File: config.mk
export PLATFORM = sky130hd
export DESIGN_NAME = irq_src_ctrl
export DESIGN_NICKNAME = d
export VERILOG_FILES = /design/src/rtl/irqsrc_pkg.sv /design/src/rtl/irqsrc_num_decode.sv /design/src/rtl/irqsrc_bank.sv /design/src/rtl/irqsrc_scan.sv /design/src/rtl/irqsrc_offer_arb.sv /design/src/rtl/irq_src_ctrl.sv
export SDC_FILE = /design/constraint.sdc
export NUM_CORES = 1
export LEC_CHECK = 0
export ABC_AREA = 1
export ABC_CLOCK_PERIOD_IN_PS = 6140
export BUFFER_PORTS_ARGS = -buffer_cell sky130_fd_sc_hd__buf_2
export CAP_MARGIN = 25
export CORE_ASPECT_RATIO = 1.4
export CORE_MARGIN = 2
export CORE_UTILIZATION = 40
export DETAILED_ROUTE_END_ITERATION = 8
export SKIP_LAST_GASP = 1
export SLEW_MARGIN = 10
export SYNTH_ARGS = -nofsm -noshare
export SYNTH_HDL_FRONTEND = slang
export SYNTH_SLANG_ARGS = --single-unit
File: constraint.sdc
create_clock -name clk_i -period 6.14 [get_ports clk_i]
set_input_delay 1.228 -clock clk_i [delete_from_list [all_inputs] [get_ports clk_i]]
set_output_delay 1.228 -clock clk_i [all_outputs]
set_load 0.02 [all_outputs]
File: src/rtl/irqsrc_pkg.sv
package irqsrc_pkg;

   localparam int unsigned PRIO_W = 8;

   typedef logic [PRIO_W-1:0] prio_t;

   localparam prio_t PRIO_MASKED = 8'hFF;

   // scan engine: idle, one pass running, one pass running with another queued
   typedef enum logic [1:0] {
      SCAN_IDLE  = 2'd0,
      SCAN_RUN   = 2'd1,
      SCAN_AGAIN = 2'd2
   } scan_st_e;

   function automatic logic prio_is_masked(prio_t p);
      return p == PRIO_MASKED;
   endfunction

endpackage

File: src/rtl/irqsrc_num_decode.sv
module irqsrc_num_decode #(
   parameter int unsigned NUM_W   = 12,
   parameter int unsigned BASE    = 16,
   parameter int unsigned NUM_SRC = 16,
   localparam int unsigned LIDX_W = $clog2(NUM_SRC)
) (
   input  logic [NUM_W-1:0]  num_i,
   output logic              ok_o,
   output logic [LIDX_W-1:0] idx_o
);

   if (BASE + NUM_SRC > (1 << NUM_W)) begin : g_chk_range
      $error("irqsrc_num_decode: BASE+NUM_SRC does not fit in NUM_W bits");
   end

   if (BASE == 0) begin : g_zero_base
      assign ok_o  = num_i < NUM_W'(NUM_SRC);
      assign idx_o = num_i[LIDX_W-1:0];
   end else begin : g_offset_base
      logic [NUM_W-1:0] diff;
      assign diff  = num_i - NUM_W'(BASE);
      assign ok_o  = (num_i >= NUM_W'(BASE)) && (diff < NUM_W'(NUM_SRC));
      assign idx_o = diff[LIDX_W-1:0];
   end

endmodule

File: src/rtl/irqsrc_bank.sv
module irqsrc_bank
   import irqsrc_pkg::*;
#(
   parameter int unsigned NUM_SRC = 16,
   parameter int unsigned SRV_W   = 3,
   localparam int unsigned LIDX_W = $clog2(NUM_SRC)
) (
   input  logic                            clk_i,
   input  logic                            rst_ni,
   input  logic                            wr_en_i,
   input  logic [LIDX_W-1:0]               wr_idx_i,
   input  logic [SRV_W-1:0]                wr_srv_i,
   input  prio_t                           wr_prio_i,
   input  logic [NUM_SRC-1:0]              mp_set_i,
   input  logic [NUM_SRC-1:0]              rej_set_i,
   input  logic [NUM_SRC-1:0]              rej_clr_i,
   output logic [NUM_SRC-1:0][PRIO_W-1:0]  prio_o,
   output logic [NUM_SRC-1:0][SRV_W-1:0]   srv_o,
   output logic [NUM_SRC-1:0]              rej_o,
   output logic [NUM_SRC-1:0]              mpend_o
);

   for (genvar i = 0; i < NUM_SRC; i++) begin : g_src
      logic             hit;
      prio_t            prio_q;
      logic [SRV_W-1:0] srv_q;
      logic             rej_q;
      logic             mp_q;

      assign hit = wr_en_i && (wr_idx_i == LIDX_W'(i));

      always_ff @(posedge clk_i or negedge rst_ni) begin
         if (!rst_ni) begin
            prio_q <= PRIO_MASKED;
            srv_q  <= '0;
         end else if (hit) begin
            prio_q <= wr_prio_i;
            srv_q  <= wr_srv_i;
         end
      end

      // a fresh trigger outranks the unmask clear
      always_ff @(posedge clk_i or negedge rst_ni) begin
         if (!rst_ni) begin
            mp_q <= 1'b0;
         end else if (mp_set_i[i]) begin
            mp_q <= 1'b1;
         end else if (hit && !prio_is_masked(wr_prio_i)) begin
            mp_q <= 1'b0;
         end
      end

      // a new rejection outranks the scan's clear
      always_ff @(posedge clk_i or negedge rst_ni) begin
         if (!rst_ni) begin
            rej_q <= 1'b0;
         end else if (rej_set_i[i]) begin
            rej_q <= 1'b1;
         end else if (rej_clr_i[i]) begin
            rej_q <= 1'b0;
         end
      end

      assign prio_o[i]  = prio_q;
      assign srv_o[i]   = srv_q;
      assign rej_o[i]   = rej_q;
      assign mpend_o[i] = mp_q;
   end

   AST_REJ_SET_STICKS: assert property (@(posedge clk_i) disable iff (!rst_ni)
      (rej_set_i != '0) |=> ((rej_o & $past(rej_set_i)) == $past(rej_set_i)));

   AST_UNMASK_CLEARS_PEND: assert property (@(posedge clk_i) disable iff (!rst_ni)
      (wr_en_i && !prio_is_masked(wr_prio_i) && !mp_set_i[wr_idx_i])
      |=> !mpend_o[$past(wr_idx_i)]);

endmodule

File: src/rtl/irqsrc_scan.sv
module irqsrc_scan
   import irqsrc_pkg::*;
#(
   parameter int unsigned NUM_SRC = 16,
   localparam int unsigned LIDX_W = $clog2(NUM_SRC)
) (
   input  logic              clk_i,
   input  logic              rst_ni,
   input  logic              resend_i,
   input  logic              cur_rej_i,
   input  logic              cur_masked_i,
   input  logic              taken_i,
   output logic [LIDX_W-1:0] idx_o,
   output logic              req_o,
   output logic              clr_o
);

   localparam logic [LIDX_W-1:0] LAST_IDX = LIDX_W'(NUM_SRC - 1);

   scan_st_e          st_q, st_d;
   logic [LIDX_W-1:0] idx_q, idx_d;
   logic              active;
   logic              adv;
   logic              at_end;

   assign active = (st_q != SCAN_IDLE);
   assign adv    = active && (!cur_rej_i || cur_masked_i || taken_i);
   assign at_end = adv && (idx_q == LAST_IDX);

   assign req_o  = active && cur_rej_i && !cur_masked_i;
   assign clr_o  = active && cur_rej_i && (cur_masked_i || taken_i);
   assign idx_o  = idx_q;

   always_comb begin
      st_d  = st_q;
      idx_d = idx_q;
      unique case (st_q)
         SCAN_IDLE: begin
            if (resend_i) begin
               st_d  = SCAN_RUN;
               idx_d = '0;
            end
         end
         SCAN_RUN: begin
            if (at_end) begin
               st_d  = resend_i ? SCAN_RUN : SCAN_IDLE;
               idx_d = '0;
            end else begin
               if (adv)      idx_d = idx_q + 1'b1;
               if (resend_i) st_d  = SCAN_AGAIN;
            end
         end
         SCAN_AGAIN: begin
            if (at_end) begin
               st_d  = SCAN_RUN;
               idx_d = '0;
            end else if (adv) begin
               idx_d = idx_q + 1'b1;
            end
         end
         default: begin
            st_d  = SCAN_IDLE;
            idx_d = '0;
         end
      endcase
   end

   always_ff @(posedge clk_i or negedge rst_ni) begin
      if (!rst_ni) begin
         st_q  <= SCAN_IDLE;
         idx_q <= '0;
      end else begin
         st_q  <= st_d;
         idx_q <= idx_d;
      end
   end

   AST_SCAN_ASCENDS: assert property (@(posedge clk_i) disable iff (!rst_ni)
      (active && idx_q != '0) |-> (idx_q == $past(idx_q)) || (idx_q == $past(idx_q) + 1'b1));

   AST_SCAN_HOLDS_ON_STALL: assert property (@(posedge clk_i) disable iff (!rst_ni)
      (req_o && !taken_i) |=> (active && idx_q == $past(idx_q)));

   AST_SCAN_REQUEUE: assert property (@(posedge clk_i) disable iff (!rst_ni)
      (st_q == SCAN_RUN && resend_i && !at_end) |=> (st_q == SCAN_AGAIN));

endmodule

File: src/rtl/irqsrc_offer_arb.sv
module irqsrc_offer_arb #(
   parameter int unsigned NREQ = 3,
   parameter int unsigned DW   = 8
) (
   input  logic                     clk_i,
   input  logic                     rst_ni,
   input  logic [NREQ-1:0]          req_i,
   input  logic [NREQ-1:0][DW-1:0]  data_i,
   input  logic                     ready_i,
   output logic                     valid_o,
   output logic [DW-1:0]            data_o,
   output logic [NREQ-1:0]          take_o
);

   logic [NREQ-1:0] gnt;

   // lowest requester index owns the port
   always_comb begin
      logic found;
      found  = 1'b0;
      gnt    = '0;
      data_o = '0;
      for (int k = 0; k < NREQ; k++) begin
         if (req_i[k] && !found) begin
            found  = 1'b1;
            gnt[k] = 1'b1;
            data_o = data_i[k];
         end
      end
   end

   assign valid_o = |req_i;
   assign take_o  = ready_i ? gnt : '0;

   AST_ONE_OWNER: assert property (@(posedge clk_i) disable iff (!rst_ni)
      $onehot0(take_o) && ((take_o & ~req_i) == '0));

endmodule

File: src/rtl/irq_src_ctrl.sv
module irq_src_ctrl
   import irqsrc_pkg::*;
#(
   parameter int unsigned NUM_SRC   = 16,
   parameter int unsigned NUM_SRV   = 5,
   parameter int unsigned NUM_W     = 12,
   parameter int unsigned BASE      = 16,
   parameter int unsigned SRV_IN_W  = 8,
   parameter int unsigned PRIO_IN_W = 16,
   localparam int unsigned LIDX_W   = $clog2(NUM_SRC),
   localparam int unsigned SRV_W    = (NUM_SRV > 1) ? $clog2(NUM_SRV) : 1
) (
   input  logic                 clk_i,
   input  logic                 rst_ni,
   input  logic                 trig_valid_i,
   input  logic [LIDX_W-1:0]    trig_idx_i,
   input  logic                 rej_valid_i,
   input  logic [NUM_W-1:0]     rej_num_i,
   input  logic                 resend_i,
   input  logic                 cfg_valid_i,
   input  logic                 cfg_write_i,
   input  logic [NUM_W-1:0]     cfg_num_i,
   input  logic [SRV_IN_W-1:0]  cfg_srv_i,
   input  logic [PRIO_IN_W-1:0] cfg_prio_i,
   input  logic                 ofr_ready_i,
   output logic                 ofr_valid_o,
   output logic [NUM_W-1:0]     ofr_num_o,
   output logic [SRV_W-1:0]     ofr_srv_o,
   output logic [7:0]           ofr_prio_o,
   output logic                 rsp_valid_o,
   output logic                 rsp_err_o,
   output logic [SRV_W-1:0]     rsp_srv_o,
   output logic [7:0]           rsp_prio_o
);

   localparam int unsigned OFR_DW = LIDX_W + SRV_W + PRIO_W;
   localparam int unsigned NREQ   = 3;
   localparam int unsigned REQ_TRIG = 0;
   localparam int unsigned REQ_CFG  = 1;
   localparam int unsigned REQ_SCAN = 2;

   if (NUM_SRC < 2 || (NUM_SRC & (NUM_SRC - 1)) != 0) begin : g_chk_src
      $error("irq_src_ctrl: NUM_SRC must be a power of two, at least 2");
   end
   if (NUM_SRV < 1 || NUM_SRV > (1 << SRV_IN_W)) begin : g_chk_srv
      $error("irq_src_ctrl: NUM_SRV must be reachable with SRV_IN_W bits");
   end
   if (PRIO_IN_W < PRIO_W) begin : g_chk_prio
      $error("irq_src_ctrl: PRIO_IN_W narrower than the stored priority");
   end

   // ---------------- number decode ----------------
   logic              rej_ok, cfg_ok;
   logic [LIDX_W-1:0] rej_idx, cfg_idx;

   irqsrc_num_decode #(.NUM_W(NUM_W), .BASE(BASE), .NUM_SRC(NUM_SRC)) u_rej_dec (
      .num_i (rej_num_i),
      .ok_o  (rej_ok),
      .idx_o (rej_idx)
   );

   irqsrc_num_decode #(.NUM_W(NUM_W), .BASE(BASE), .NUM_SRC(NUM_SRC)) u_cfg_dec (
      .num_i (cfg_num_i),
      .ok_o  (cfg_ok),
      .idx_o (cfg_idx)
   );

   // ---------------- configuration checks ----------------
   logic prio_big, srv_big;

   if (PRIO_IN_W > PRIO_W) begin : g_prio_wide
      assign prio_big = cfg_prio_i > PRIO_IN_W'(PRIO_MASKED);
   end else begin : g_prio_exact
      assign prio_big = 1'b0;
   end

   if (NUM_SRV < (1 << SRV_IN_W)) begin : g_srv_check
      assign srv_big = cfg_srv_i >= SRV_IN_W'(NUM_SRV);
   end else begin : g_srv_full
      assign srv_big = 1'b0;
   end

   prio_t            new_prio;
   logic [SRV_W-1:0] new_srv;
   logic             cfg_wr_ok, cfg_rd_ok, cfg_err;

   assign new_prio  = cfg_prio_i[PRIO_W-1:0];
   assign new_srv   = cfg_srv_i[SRV_W-1:0];
   assign cfg_wr_ok = cfg_valid_i && cfg_write_i && cfg_ok && !srv_big && !prio_big;
   assign cfg_rd_ok = cfg_valid_i && !cfg_write_i && cfg_ok;
   assign cfg_err   = cfg_valid_i && (!cfg_ok || (cfg_write_i && (srv_big || prio_big)));

   // ---------------- source bank ----------------
   logic [NUM_SRC-1:0][PRIO_W-1:0] prio_arr;
   logic [NUM_SRC-1:0][SRV_W-1:0]  srv_arr;
   logic [NUM_SRC-1:0]             rej_vec, mpend_vec;
   logic [NUM_SRC-1:0]             mp_set, rej_set, rej_clr;

   irqsrc_bank #(.NUM_SRC(NUM_SRC), .SRV_W(SRV_W)) u_bank (
      .clk_i     (clk_i),
      .rst_ni    (rst_ni),
      .wr_en_i   (cfg_wr_ok),
      .wr_idx_i  (cfg_idx),
      .wr_srv_i  (new_srv),
      .wr_prio_i (new_prio),
      .mp_set_i  (mp_set),
      .rej_set_i (rej_set),
      .rej_clr_i (rej_clr),
      .prio_o    (prio_arr),
      .srv_o     (srv_arr),
      .rej_o     (rej_vec),
      .mpend_o   (mpend_vec)
   );

   // ---------------- direct offers ----------------
   prio_t t_prio;
   logic  t_masked, t_req, c_req;

   assign t_prio   = prio_arr[trig_idx_i];
   assign t_masked = prio_is_masked(t_prio);
   assign t_req    = trig_valid_i && !t_masked;
   assign c_req    = cfg_wr_ok && mpend_vec[cfg_idx] && !prio_is_masked(new_prio);

   // ---------------- resend scan ----------------
   logic [LIDX_W-1:0] s_idx;
   logic              s_req, s_clr;
   logic [NREQ-1:0]   take;

   irqsrc_scan #(.NUM_SRC(NUM_SRC)) u_scan (
      .clk_i        (clk_i),
      .rst_ni       (rst_ni),
      .resend_i     (resend_i),
      .cur_rej_i    (rej_vec[s_idx]),
      .cur_masked_i (prio_is_masked(prio_arr[s_idx])),
      .taken_i      (take[REQ_SCAN]),
      .idx_o        (s_idx),
      .req_o        (s_req),
      .clr_o        (s_clr)
   );

   // ---------------- offer port ----------------
   logic [NREQ-1:0]             arb_req;
   logic [NREQ-1:0][OFR_DW-1:0] arb_data;
   logic [OFR_DW-1:0]           sel_data;
   logic [LIDX_W-1:0]           sel_idx;

   assign arb_req[REQ_TRIG]  = t_req;
   assign arb_req[REQ_CFG]   = c_req;
   assign arb_req[REQ_SCAN]  = s_req;
   assign arb_data[REQ_TRIG] = {trig_idx_i, srv_arr[trig_idx_i], t_prio};
   assign arb_data[REQ_CFG]  = {cfg_idx, new_srv, new_prio};
   assign arb_data[REQ_SCAN] = {s_idx, srv_arr[s_idx], prio_arr[s_idx]};

   irqsrc_offer_arb #(.NREQ(NREQ), .DW(OFR_DW)) u_arb (
      .clk_i   (clk_i),
      .rst_ni  (rst_ni),
      .req_i   (arb_req),
      .data_i  (arb_data),
      .ready_i (ofr_ready_i),
      .valid_o (ofr_valid_o),
      .data_o  (sel_data),
      .take_o  (take)
   );

   assign sel_idx    = sel_data[OFR_DW-1 -: LIDX_W];
   assign ofr_srv_o  = sel_data[PRIO_W +: SRV_W];
   assign ofr_prio_o = sel_data[PRIO_W-1:0];
   assign ofr_num_o  = NUM_W'(BASE) + NUM_W'(sel_idx);

   // ---------------- flag updates ----------------
   always_comb begin
      mp_set  = '0;
      rej_set = '0;
      rej_clr = '0;
      if (trig_valid_i && t_masked)            mp_set[trig_idx_i] = 1'b1;
      if (rej_valid_i && rej_ok)               rej_set[rej_idx]    = 1'b1;
      if (t_req && !take[REQ_TRIG])            rej_set[trig_idx_i] = 1'b1;
      if (c_req && !take[REQ_CFG])             rej_set[cfg_idx]    = 1'b1;
      if (s_clr)                               rej_clr[s_idx]      = 1'b1;
   end

   // ---------------- configuration response ----------------
   always_ff @(posedge clk_i or negedge rst_ni) begin
      if (!rst_ni) begin
         rsp_valid_o <= 1'b0;
         rsp_err_o   <= 1'b0;
         rsp_srv_o   <= '0;
         rsp_prio_o  <= '0;
      end else begin
         rsp_valid_o <= cfg_valid_i;
         rsp_err_o   <= cfg_err;
         rsp_srv_o   <= cfg_rd_ok ? srv_arr[cfg_idx]  : '0;
         rsp_prio_o  <= cfg_rd_ok ? prio_arr[cfg_idx] : '0;
      end
   end

   // ---------------- assertions ----------------
   AST_OFFER_IN_RANGE: assert property (@(posedge clk_i) disable iff (!rst_ni)
      ofr_valid_o |-> (ofr_num_o >= NUM_W'(BASE)) && (ofr_num_o < NUM_W'(BASE + NUM_SRC)));

   AST_NO_MASKED_OFFER: assert property (@(posedge clk_i) disable iff (!rst_ni)
      ofr_valid_o |-> (ofr_prio_o != PRIO_MASKED));

   AST_TRIGGER_OWNS_PORT: assert property (@(posedge clk_i) disable iff (!rst_ni)
      t_req |-> ofr_valid_o && (ofr_num_o == NUM_W'(BASE) + NUM_W'(trig_idx_i)));

   AST_CFG_ANSWERED: assert property (@(posedge clk_i) disable iff (!rst_ni)
      cfg_valid_i |=> rsp_valid_o);

   AST_REFUSED_WRITE_KEEPS: assert property (@(posedge clk_i) disable iff (!rst_ni)
      (cfg_valid_i && cfg_write_i && cfg_err) |=> $stable(prio_arr) && $stable(srv_arr));

endmodule

==> qor.yml, run 1 <==
fillers: 3796
irDropWorstVdd_mv: 0.331
synthMuxAreaShare: 0
finalCritPeriodShare: 0.917
yosys.area_share.simple: 0.291
arrival_ps: 4400
post_drt_wl_per_cell_um: 22.9
report.final.slew_viol_count: 0
cap_violations: 0
nets: 2253
synth_top_area_frac: 0.230
n_antenna_cell: 0
slew-limit-headroom: 0.275
vias: 15400
drc_errors: 0
synth_cell_types: 50
intPower_mw: 2.72
syn_area_sq_um: 14600
synthFlopType: "dfstp_2"
ant_nets: 0
synth-warning-count: 0
p_sw_frac: 0.380
grt.total_usage: 0.312
highest_layer: "met4"
avgViaCountPerCell: 5.77
fmax_mhz: 178
tightest_slew_ps: 1080
critPathRequiredTime_ps: 4910
io_pins: 97
grt_pass1_vias: 15000
power_frac_clock: 0.332
avgSynthCellArea_sq_um: 6.78
clockBufferDepth: 3
drt-met1-wl_um: 22900
end_kind: "output pin"
critical_path.startpoint: "trig_idx_i[0]"
core_sq_um: 35900
drt_iter0_drc: 1755
synth-xor-area-share: 0.000598
die_x_um: 166
dp_hpwl_um: 41600
syn_inst: 2158
yosys.area.top_type: "dfstp_2"
clkTransAtPathRegs_ps: 60
place_congestion: 1.01
cts_resized: 0
area_growth_pct: 10.5
dr.pass1.iters: 6
p_switching_mw: 1.67
whs_ps: 470
clk_latency_ps: 550
htree_levels: 1
synth_most_common_cell: "nand2_1"
synth-adder-area-share: 0.00684
hold_path.class: "reg -> reg"
crit_type: "in -> out"
grt_pass1_wl_um: 91200
synth_compound_area_frac: 0.209
cts_tree: "yes"
r2r-start: "u_scan.idx_o[0]"
synth_top_family_by_area: "simple AND/OR/NAND/NOR gates"
port_buffers: 88
design.die.area_sq_um: 38200
rsz0062_at_grt: "false"
synthTopCellsByCount: "nand2_1 (835), o21ai_0 (333), inv_1 (146), dfstp_2 (128), nor2_1 (115)"
startpoint_type: "primary input"
setup_slack_ps: 511
die_h_um: 230
p_leak_nw: 7.01
cts-hold-fix-buffers: 0
min-delay-start: "u_bank.g_src[6].rej_q"
synth_edf_count: 0
cp_max_fo: 48
wl_met2_um: 28600
drive_above_1_share: 0.156
yosysSeqAreaShare: 0.399
power_frac_seq: 0.359
synthArstFlopShare: 1.00
timing.final.crit_period_ps: 5630
fin_tns_setup_ps: 0
antenna_found_initial: 1
rows: 82
status: "complete, no violations"
clock-sinks: 227
combPwrFrac: 0.309
hold_viol: 0
drt-total-wl_um: 60900
clockRootBuffer: "clkbuf_16"
grt_overflow: 0
setup_violations: 0
initial_core_util: 0.408
ys_ff_latch: 227
cts_setup_buffers: 0
wl_met3_um: 5050
skew_ps: 11.3
cellPowerDensity_nw_per_um2: 271
p_total_mw: 4.39
dpl.cell_count: 2619
numCtsBuffers: 25
fin_cells: 2665
dp_slack_ps: 756
synthTopCellsByArea: "dfstp_2 (23%), nand2_1 (21%), dfrtp_1 (17%)"
grt_start_max_net_pins: 117
==> power groups by stage <==
stage / sequential, mW / clock (mW) / combinational (mW)
6_report: 1.57 / 1.46 / 1.36
5_1_grt: 1.58 / 1.54 / 1.47
4_1_cts: 1.57 / 1.48 / 1.33
3_5_place_dp: 1.60 / 0 / 1.32
3_3_place_gp: 1.60 / 0 / 1.31
2_1_floorplan: 1.59 / 0 / 0.907
==> layout by cell type (no fill, tap or decap), types with 27 or more instances in the layout <==
master,netlist,layout
a21oi_1,37,37
buf_2,28,86
buf_4,24,52
dfrtp_1,99,97
dfstp_2,128,128
inv_1,146,146
nand2_1,835,833
nand3_1,53,53
nand4_1,27,27
nor2_1,115,113
o21ai_0,333,333
o22ai_1,98,98
==> worst max-delay path, stage by stage <==
cell and delay (ps):
buf_4 460, buf_12 280, nand2_1 80, nand2_1 70
nand2_1 50, nand2_1 90, nand2_1 70, nand2_1 140
inv_1 50, nand2_1 100, nand2_1 80, nor2_2 110
nand2_1 140, nand2_2 100, nand2_1 90, nor3_4 400
nand2_1 270, o221ai_1 280, buf_2 270
==> registers in the layout, summed over array words and instances, names as in the netlist <==
| signal | count |
|---|---|
| u_scan.idx_o | 4 |
| rsp_err_o | 1 |
| u_bank.g_src.rej_q | 16 |
| rsp_valid_o | 1 |
| rsp_srv_o | 3 |
| u_bank.g_src.mp_q | 16 |
| u_bank.g_src.prio_q | 128 |
| rsp_prio_o | 8 |
| u_bank.g_src.srv_q | 48 |
| u_scan.st_q | 2 |
==> final timing paths <==
kind / depth (start not counted) / to / slack [ps]
setup / recovery: 19 / ofr_num_o[2] / 510
hold / removal: 2 / u_bank.g_src[6].rej_q / 470
setup reg to reg: 17 / u_bank.g_src[5].rej_q / 2570
hold reg to reg: 2 / u_bank.g_src[6].rej_q / 470
max in group asynchronous: 2 / u_bank.g_src[1].srv_q[0] / 4180
min in group asynchronous: 1 / rsp_err_o / 670
==> through the flow <==
stage,instance area (sq um),util
after floorplan,14700,-
after global placement,15400,0.429
after detailed placement,15400,0.429
after CTS,16200,0.450
after global routing,16200,0.450
final,16200,0.450
==> cell families (layout without fill, tap and decap cells) <==
group | Yosys count | in the layout
AO/OA/AOI/OAI | 549 | 549
flip-flops | 227 | 227
other | 2 | 8
AND/OR/NAND/NOR | 1064 | 1064
XOR/XNOR | 1 | 1
buffers and inverters | 307 | 346
adder cells (fa/ha/maj) | 8 | 8
==> per-layer routing <==
metal,track usage,vias to the layer above
met1,0.368,7204
met2,0.524,828
met4,0.202,0
met3,0.0530,217
met5,0,-
li1,-,7136
==> cell type report <==
| type | count | area, sq um | share of cell area |
|---|---|---|---|
| inverter | 156 | 586 | 0.0362 |
| sequential | 227 | 5850 | 0.361 |
| clock inverter | 9 | 50.0 | 0.00310 |
| tap | 462 | 578 | 0.0357 |
| timing repair buffer | 145 | 938 | 0.0580 |
| multi-input combinational | 1630 | 7460 | 0.462 |
| clock buffer | 36 | 708 | 0.0438 |
Power figures use the tool's default switching activity.
==> run 2: changes to the inputs <==
ABC_AREA = default   (was 1)
==> qor.yml, run 2 <==
synth_cell_types: 53  # was 50
crit_family: "buffers and inverters"  # was simple AND/OR/NAND/NOR gates
crit_chain: "buf_2 -> buf_4 -> mux4_2 -> a22oi_1 -> nand2_1 -> and4_4 -> a21bo_1 -> buf_4 -> o211ai_1 -> o21a_1 -> buf_2"  # was buf_4 -> buf_12 -> nand2_1 -> nand2_1 -> nand2_1 -> nand2_1 -> nand2_1 -> nand2_1 -> inv_1 -> nand2_1 -> nand2_1 -> nor2_2 -> nand2_1 -> nand2_2 -> nand2_1 -> nor3_4 -> nand2_1 -> o221ai_1 -> buf_2
hold_path.class: "reg -> reg"  # unchanged
drive_above_1_share: 0.587  # was 0.156
critPathSlowestCell: "buf_2"  # was buf_4
cellPowerDensity_nw_per_um2: 250  # was 271 nW/um^2
die_x_um: 164  # was 166 um
final_area_sq_um: 16000  # was 16,200 sq um
timing.final.crit_period_ps: 5480  # was 5630 ps
rows: 81  # was 82
post_drt_wl_per_cell_um: 27.5  # was 22.9 um
clockBufferDepth: 3  # unchanged
yosys.area.top_type: "mux4_2"  # was dfstp_2
grt_pass1_vias: 10400  # was 15.0k
port_buffers: 88  # unchanged
syn_inst: 1046  # was 2,158
p_leak_nw: 6.51  # was 7.01 nW
area_growth_pct: 12.4  # was 10.5%
min-delay-start: "u_bank.g_src[5].mp_q"  # was u_bank.g_src[6].rej_q
cts_tree: "yes"  # unchanged
synthTopCellsByArea: "mux4_2 (25%), dfstp_2 (24%), dfrtp_1 (17%)"  # was dfstp_2 (23%), nand2_1 (21%), dfrtp_1 (17%)
ant_nets: 0  # unchanged
status: "complete, no violations"  # unchanged
clockRootBuffer: "clkbuf_16"  # unchanged
numCtsBuffers: 24  # was 25
nets: 1159  # was 2,253
path_depth: 11  # was 19
avgViaCountPerCell: 6.37  # was 5.77
cap_violations: 0  # unchanged
cts_setup_buffers: 0  # unchanged
crit_buf_inv: 4  # unchanged
dpl.cell_count: 1521  # was 2,619
io_pins: 97  # unchanged
final_cell_mix: "mux2_2 (181), mux4_2 (159), dfstp_2 (128)"  # was nand2_1 (833), o21ai_0 (333), inv_1 (146)
setup_violations: 0  # unchanged
end_kind: "output pin"  # unchanged
finalCritPeriodShare: 0.893  # was 0.917
max_flop_register: "u_bank.g_src.prio_q"  # unchanged
yosysSeqAreaShare: 0.409  # was 0.399
critPathRequiredTime_ps: 4910  # about the same
synth_edf_count: 0  # unchanged
cts-hold-fix-buffers: 0  # unchanged
fin_tns_setup_ps: 0  # unchanged
grt_start_max_net_pins: 118  # was 117
reg2reg_depth: 8  # was 17
clkTransAtPathRegs_ps: 60  # about the same
clock-sinks: 227  # unchanged
syn_area_sq_um: 14300  # was 14,600 sq um
setup_slack_ps: 657  # was 511 ps
synthArstFlopShare: 1.00  # unchanged
initial_core_util: 0.407  # was 0.408
avgSynthCellArea_sq_um: 13.6  # was 6.78 sq um
grt.total_usage: 0.236  # was 0.312
critical_path.startpoint: "trig_idx_i[1]"  # was trig_idx_i[0]
antenna_found_initial: 1  # unchanged
drt_iter0_drc: 881  # was 1,755
cp_max_fo: 33  # was 48
place_congestion: 0.883  # was 1.01
r2r-start: "u_scan.idx_o[3]"  # was u_scan.idx_o[0]
vias: 9975  # was 15.4k
arrival_ps: 4260  # was 4400 ps
report.final.slew_viol_count: 0  # unchanged
synth_top_area_frac: 0.251  # was 0.230
synthFlopType: "dfstp_2"  # unchanged
grt_pass1_wl_um: 65200  # was 91,200 um
core_sq_um: 35100  # was 35,900 sq um
synth_most_common_cell: "mux2_2"  # was nand2_1
slew-limit-headroom: 0.271  # was 0.275
htree_levels: 1  # unchanged
startpoint_type: "primary input"  # unchanged
grt_overflow: 0  # unchanged
irDropWorstVdd_mv: 0.180  # was 0.331 mV
dr.pass1.iters: 7  # was 6
skew_ps: 18.5  # was 11.3 ps
drc_errors: 0  # unchanged
fin_util: 0.457  # was 0.450
die_h_um: 228  # was 230 um
largest_reg_flops: 128  # unchanged
placed_cell_area_sq_um: 15200  # was 15,400 sq um
mostFrequentLayoutCell: "mux2_2"  # was nand2_1
drt-total-wl_um: 43100  # was 60,900 um
r2r-end: "u_bank.g_src[15].rej_q"  # was u_bank.g_src[5].rej_q
max_stage_delay_ps: 750  # was 460 ps
regToRegSetupSlack_ps: 2510  # was 2570 ps
crit_end: "ofr_prio_o[7]"  # was ofr_num_o[2]
fillers: 3188  # was 3,796
design.die.area_sq_um: 37200  # was 38,200 sq um
dp_hpwl_um: 27700  # was 41,600 um
crit_type: "in -> out"  # unchanged
fmax_mhz: 182  # was 178 MHz
dp_slack_ps: 780  # was 756 ps
largestRegisters: "u_bank.g_src.prio_q: 128 flops, u_bank.g_src.srv_q: 48 flops"  # unchanged
cts_resized: 0  # unchanged
rsz0062_at_grt: "false"  # unchanged
synthTopCellsByCount: "mux2_2 (181), mux4_2 (159), dfstp_2 (128), dfrtp_1 (99), nand2_1 (76)"  # was nand2_1 (835), o21ai_0 (333), inv_1 (146), dfstp_2 (128), nor2_1 (115)
tightest_slew_ps: 1090  # was 1080 ps
fin_cells: 1567  # was 2,665
ys_ff_latch: 227  # unchanged
hold_viol: 0  # unchanged
clk_latency_ps: 540  # was 550 ps
synth-warning-count: 0  # unchanged
run 2: cell types whose count changed after synthesis, moves of 29 or more:
| cell | change |
|---|---|
| a21oi_1 | -30 |
| a22oi_1 | +29 |
| inv_1 | -135 |
| mux2_2 | +181 |
| mux4_2 | +159 |
| nand2_1 | -759 |
| nand3_1 | -33 |
| nor2_1 | -99 |
| o21ai_0 | -323 |
| o22ai_1 | -82 |
run 2: how the worst min path moves through the flow:
stage | to | depth (start not counted) | slack, ps
after floorplan | u_bank.g_src[14].mp_q | 1 | 460
after global placement | u_bank.g_src[3].mp_q | 1 | 480
after detailed placement | u_bank.g_src[3].mp_q | 1 | 480
after CTS | u_bank.g_src[5].mp_q | 1 | 500
after global routing | u_bank.g_src[5].mp_q | 1 | 500
final | u_bank.g_src[5].mp_q | 1 | 500
run 2: layout make-up:
type	count	area, sq um	area share
multi-input cells	696	7890	0.492
flip-flops and latches	227	5850	0.364
repair buffers	131	811	0.0505
clock buffers	34	699	0.0436
well taps	456	571	0.0356
clock inverters	10	175	0.0109
inverters	11	41.3	0.00257
diodes	2	5.00	0.000312
run 2: cell families after synthesis:
| kind of cell | synth area share |
|---|---|
| AO/OA/AOI/OAI | 0.0815 |
| adder cells (fa/ha/maj) | 0.00701 |
| buffers and inverters | 0.0400 |
| flip-flops | 0.409 |
| multiplexers | 0.394 |
| other | 0.000526 |
| AND/OR/NAND/NOR | 0.0683 |
run 2: report_power, final:
part / internal, mW / leakage, nW / switching, mW
logic: 0.306 / 3.42 / 0.448
registers: 1.54 / 2.65 / 0.0942
clock network: 1.00 / 0.433 / 0.620
total: 2.85 / 6.51 / 1.16
run 2: through the flow:
step / total power [mW] / hold WS, ps
after global placement: 2.41 / 479
after floorplan: 2.16 / 461
after CTS: 4.05 / 499
after detailed placement: 2.42 / 481
final: 4.01 / 496
after global routing: 4.17 / 503
run 2: worst register-to-register path: cells and delay by family, from the launching register on:
kind	cells	cell delay (ps)
compound gates	3	740
flops	1	680
simple gates	5	2080
run 2: routing by layer:
metal	part of all wire	global-route usage	wire length, um
met4	0.046	0.106	1980
met1	0.39	0.307	17000
met2	0.50	0.394	21500
met3	0.062	0.0308	2650
met5	0	0	0
==> run 3: changes to the inputs <==
CORE_UTILIZATION = 39   (was 40)
==> qor.yml, run 3 (synthesis results as in run 2) <==
startpoint_type: "primary input"  # unchanged
p_switching_mw: 1.18  # was 1.16 mW
dp_slack_ps: 730  # was 780 ps
hold_path.class: "reg -> reg"  # unchanged
core_sq_um: 35900  # was 35,100 sq um
report.final.slew_viol_count: 0  # unchanged
cpMostUsedCell: "buf_2"
rows: 82  # was 81
min_path_cells: 1  # unchanged
critPathSlowestCell: "buf_2"  # unchanged
final_area_sq_um: 16000  # about the same
multi_input_area_sq_um: 7890  # unchanged
grt.busiest_layer: "met2"  # unchanged
drive_above_1_share: 0.582  # was 0.587
cts_setup_buffers: 0  # unchanged
placed_cell_area_sq_um: 15200  # about the same
rsz0062_at_grt: "false"  # unchanged
grt_pass1_vias: 10400  # about the same
p_leak_nw: 6.47  # was 6.51 nW
design.die.area_sq_um: 38200  # was 37,200 sq um
drt-total-wl_um: 43700  # was 43,100 um
hold_viol: 0  # unchanged
place_congestion: 0.841  # was 0.883
vias: 10100  # was 9,975
cellPowerDensity_nw_per_um2: 244  # was 250 nW/um^2
area_growth_pct: 12.0  # was 12.4%
crit_end: "ofr_num_o[0]"  # was ofr_prio_o[7]
end_kind: "output pin"  # unchanged
met3_usage: 0.0293  # was 0.0308
setup_slack_ps: 684  # was 657 ps
clockRootBuffer: "clkbuf_16"  # unchanged
timing.final.crit_period_ps: 5460  # was 5480 ps
cap_violations: 0  # unchanged
grt_overflow: 0  # unchanged
tightest_slew_ps: 1080  # was 1090 ps
die_h_um: 230  # was 228 um
critical_path.startpoint: "trig_idx_i[1]"  # unchanged
dr.pass1.iters: 8  # was 7
cp_max_fo: 34  # was 33
r2r-end: "u_bank.g_src[15].rej_q"  # unchanged
r2r-start: "u_scan.idx_o[2]"  # was u_scan.idx_o[3]
nets: 1157  # was 1,159
mostFrequentLayoutCell: "mux2_2"  # unchanged
io_pins: 97  # unchanged
largestRegisters: "u_bank.g_src.prio_q: 128 flops, u_bank.g_src.srv_q: 48 flops"  # unchanged
initial_core_util: 0.398  # was 0.407
clock-sinks: 227  # unchanged
slew-limit-headroom: 0.278  # was 0.271
power_frac_clock: 0.384  # was 0.404
largest_reg_flops: 128  # unchanged
intPower_mw: 2.72  # was 2.85 mW
fmax_mhz: 183  # was 182 MHz
cts_tree: "yes"  # unchanged
crit_chain: "buf_2 -> mux4_2 -> a22oi_1 -> nand2_1 -> and4_4 -> a21bo_1 -> buf_4 -> mux2_2 -> buf_2"  # was buf_2 -> buf_4 -> mux4_2 -> a22oi_1 -> nand2_1 -> and4_4 -> a21bo_1 -> buf_4 -> o211ai_1 -> o21a_1 -> buf_2
max_stage_delay_ps: 710  # was 750 ps
cts-hold-fix-buffers: 0  # unchanged
fin_tns_setup_ps: 0  # unchanged
dp_hpwl_um: 28300  # was 27,700 um
numCtsBuffers: 24  # unchanged
clkTransAtPathRegs_ps: 70  # was 60 ps
skew_ps: 19.6  # was 18.5 ps
ant_nets: 0  # unchanged
regToRegSetupSlack_ps: 2660  # was 2510 ps
port_buffers: 88  # unchanged
drc_errors: 0  # unchanged
status: "complete, no violations"  # unchanged
seq_area_sq_um: 5850  # unchanged
arrival_ps: 4230  # was 4260 ps
avgViaCountPerCell: 6.44  # was 6.37
antenna_found_initial: 1  # unchanged
reg2reg_depth: 9  # was 8
finalCritPeriodShare: 0.889  # was 0.893
setup_violations: 0  # unchanged
power_frac_seq: 0.420  # was 0.408
post_drt_wl_per_cell_um: 27.8  # was 27.5 um
max_flop_register: "u_bank.g_src.prio_q"  # unchanged
crit_type: "in -> out"  # unchanged
cts_resized: 0  # unchanged
irDropWorstVdd_mv: 0.150  # was 0.180 mV
clockBufferDepth: 3  # unchanged
grtUsageMet2: 0.383  # was 0.394
gr-usage-met1: 0.290  # was 0.307
drt_iter0_drc: 932  # was 881
htree_levels: 1  # unchanged
final_cell_mix: "mux2_2 (181), mux4_2 (159), dfstp_2 (128)"  # unchanged
p_total_mw: 3.90  # was 4.01 mW
die_x_um: 166  # was 164 um
grt_pass1_wl_um: 66400  # was 65,200 um
p_sw_frac: 0.303  # was 0.289
combPwrFrac: 0.196  # was 0.188
grt_start_max_net_pins: 125  # was 118
critPathRequiredTime_ps: 4910  # about the same
grt.total_usage: 0.228  # was 0.236
clk_latency_ps: 540  # about the same
fillers: 3235  # was 3,188
## run 3: worst max-delay path: cells and delay by family
family,cells,cell delay [ps]
multiplexers,2,730
AND/OR/NAND/NOR,2,440
AO/OA/AOI/OAI,2,570
buffers and inverters,3,1230
## run 3: area by class of cell
class,instances,area share
well taps,462,0.0362
clock inverters,6,0.00501
flip-flops and latches,227,0.366
multi-input cells,696,0.494
repair buffers,129,0.0531
inverters,11,0.00258
diodes,1,0.000157
clock buffers,37,0.0438
## run 3: metal layers
layer,vias up,share of wire
met3,127,0.058
met4,2,0.055
met5,-,0.00030
li1,4181,-
met2,464,0.50
met1,5326,0.39
## run 3: worst min path at each step
stage | endpoint | start | slack (ps)
6_report | u_bank.g_src[6].mp_q | u_bank.g_src[6].mp_q | 500
5_1_grt | u_bank.g_src[8].mp_q | u_bank.g_src[8].mp_q | 520
4_1_cts | u_bank.g_src[6].mp_q | u_bank.g_src[6].mp_q | 500
3_5_place_dp | u_bank.g_src[6].mp_q | u_bank.g_src[6].mp_q | 480
3_3_place_gp | u_bank.g_src[5].mp_q | u_bank.g_src[5].mp_q | 480
2_1_floorplan | u_bank.g_src[14].mp_q | u_bank.g_src[14].mp_q | 460
## run 3: power by group through the flow
stage	Sequential, mW	Clock (mW)	Combinational [mW]
6_report	1.64	1.50	0.763
4_1_cts	1.64	1.53	0.759
3_5_place_dp	1.66	0	0.755
3_3_place_gp	1.66	0	0.745
5_1_grt	1.65	1.58	0.816
2_1_floorplan	1.59	0	0.569
## run 3: through the flow
stage / hold slack [ps] / std cells / util
after floorplan: 461 / 1052 / -
after global placement: 478 / 1522 / 0.421
after detailed placement: 484 / 1525 / 0.423
after CTS: 499 / 1568 / 0.445
after global routing: 524 / 1568 / 0.445
final: 500 / 1569 / 0.445
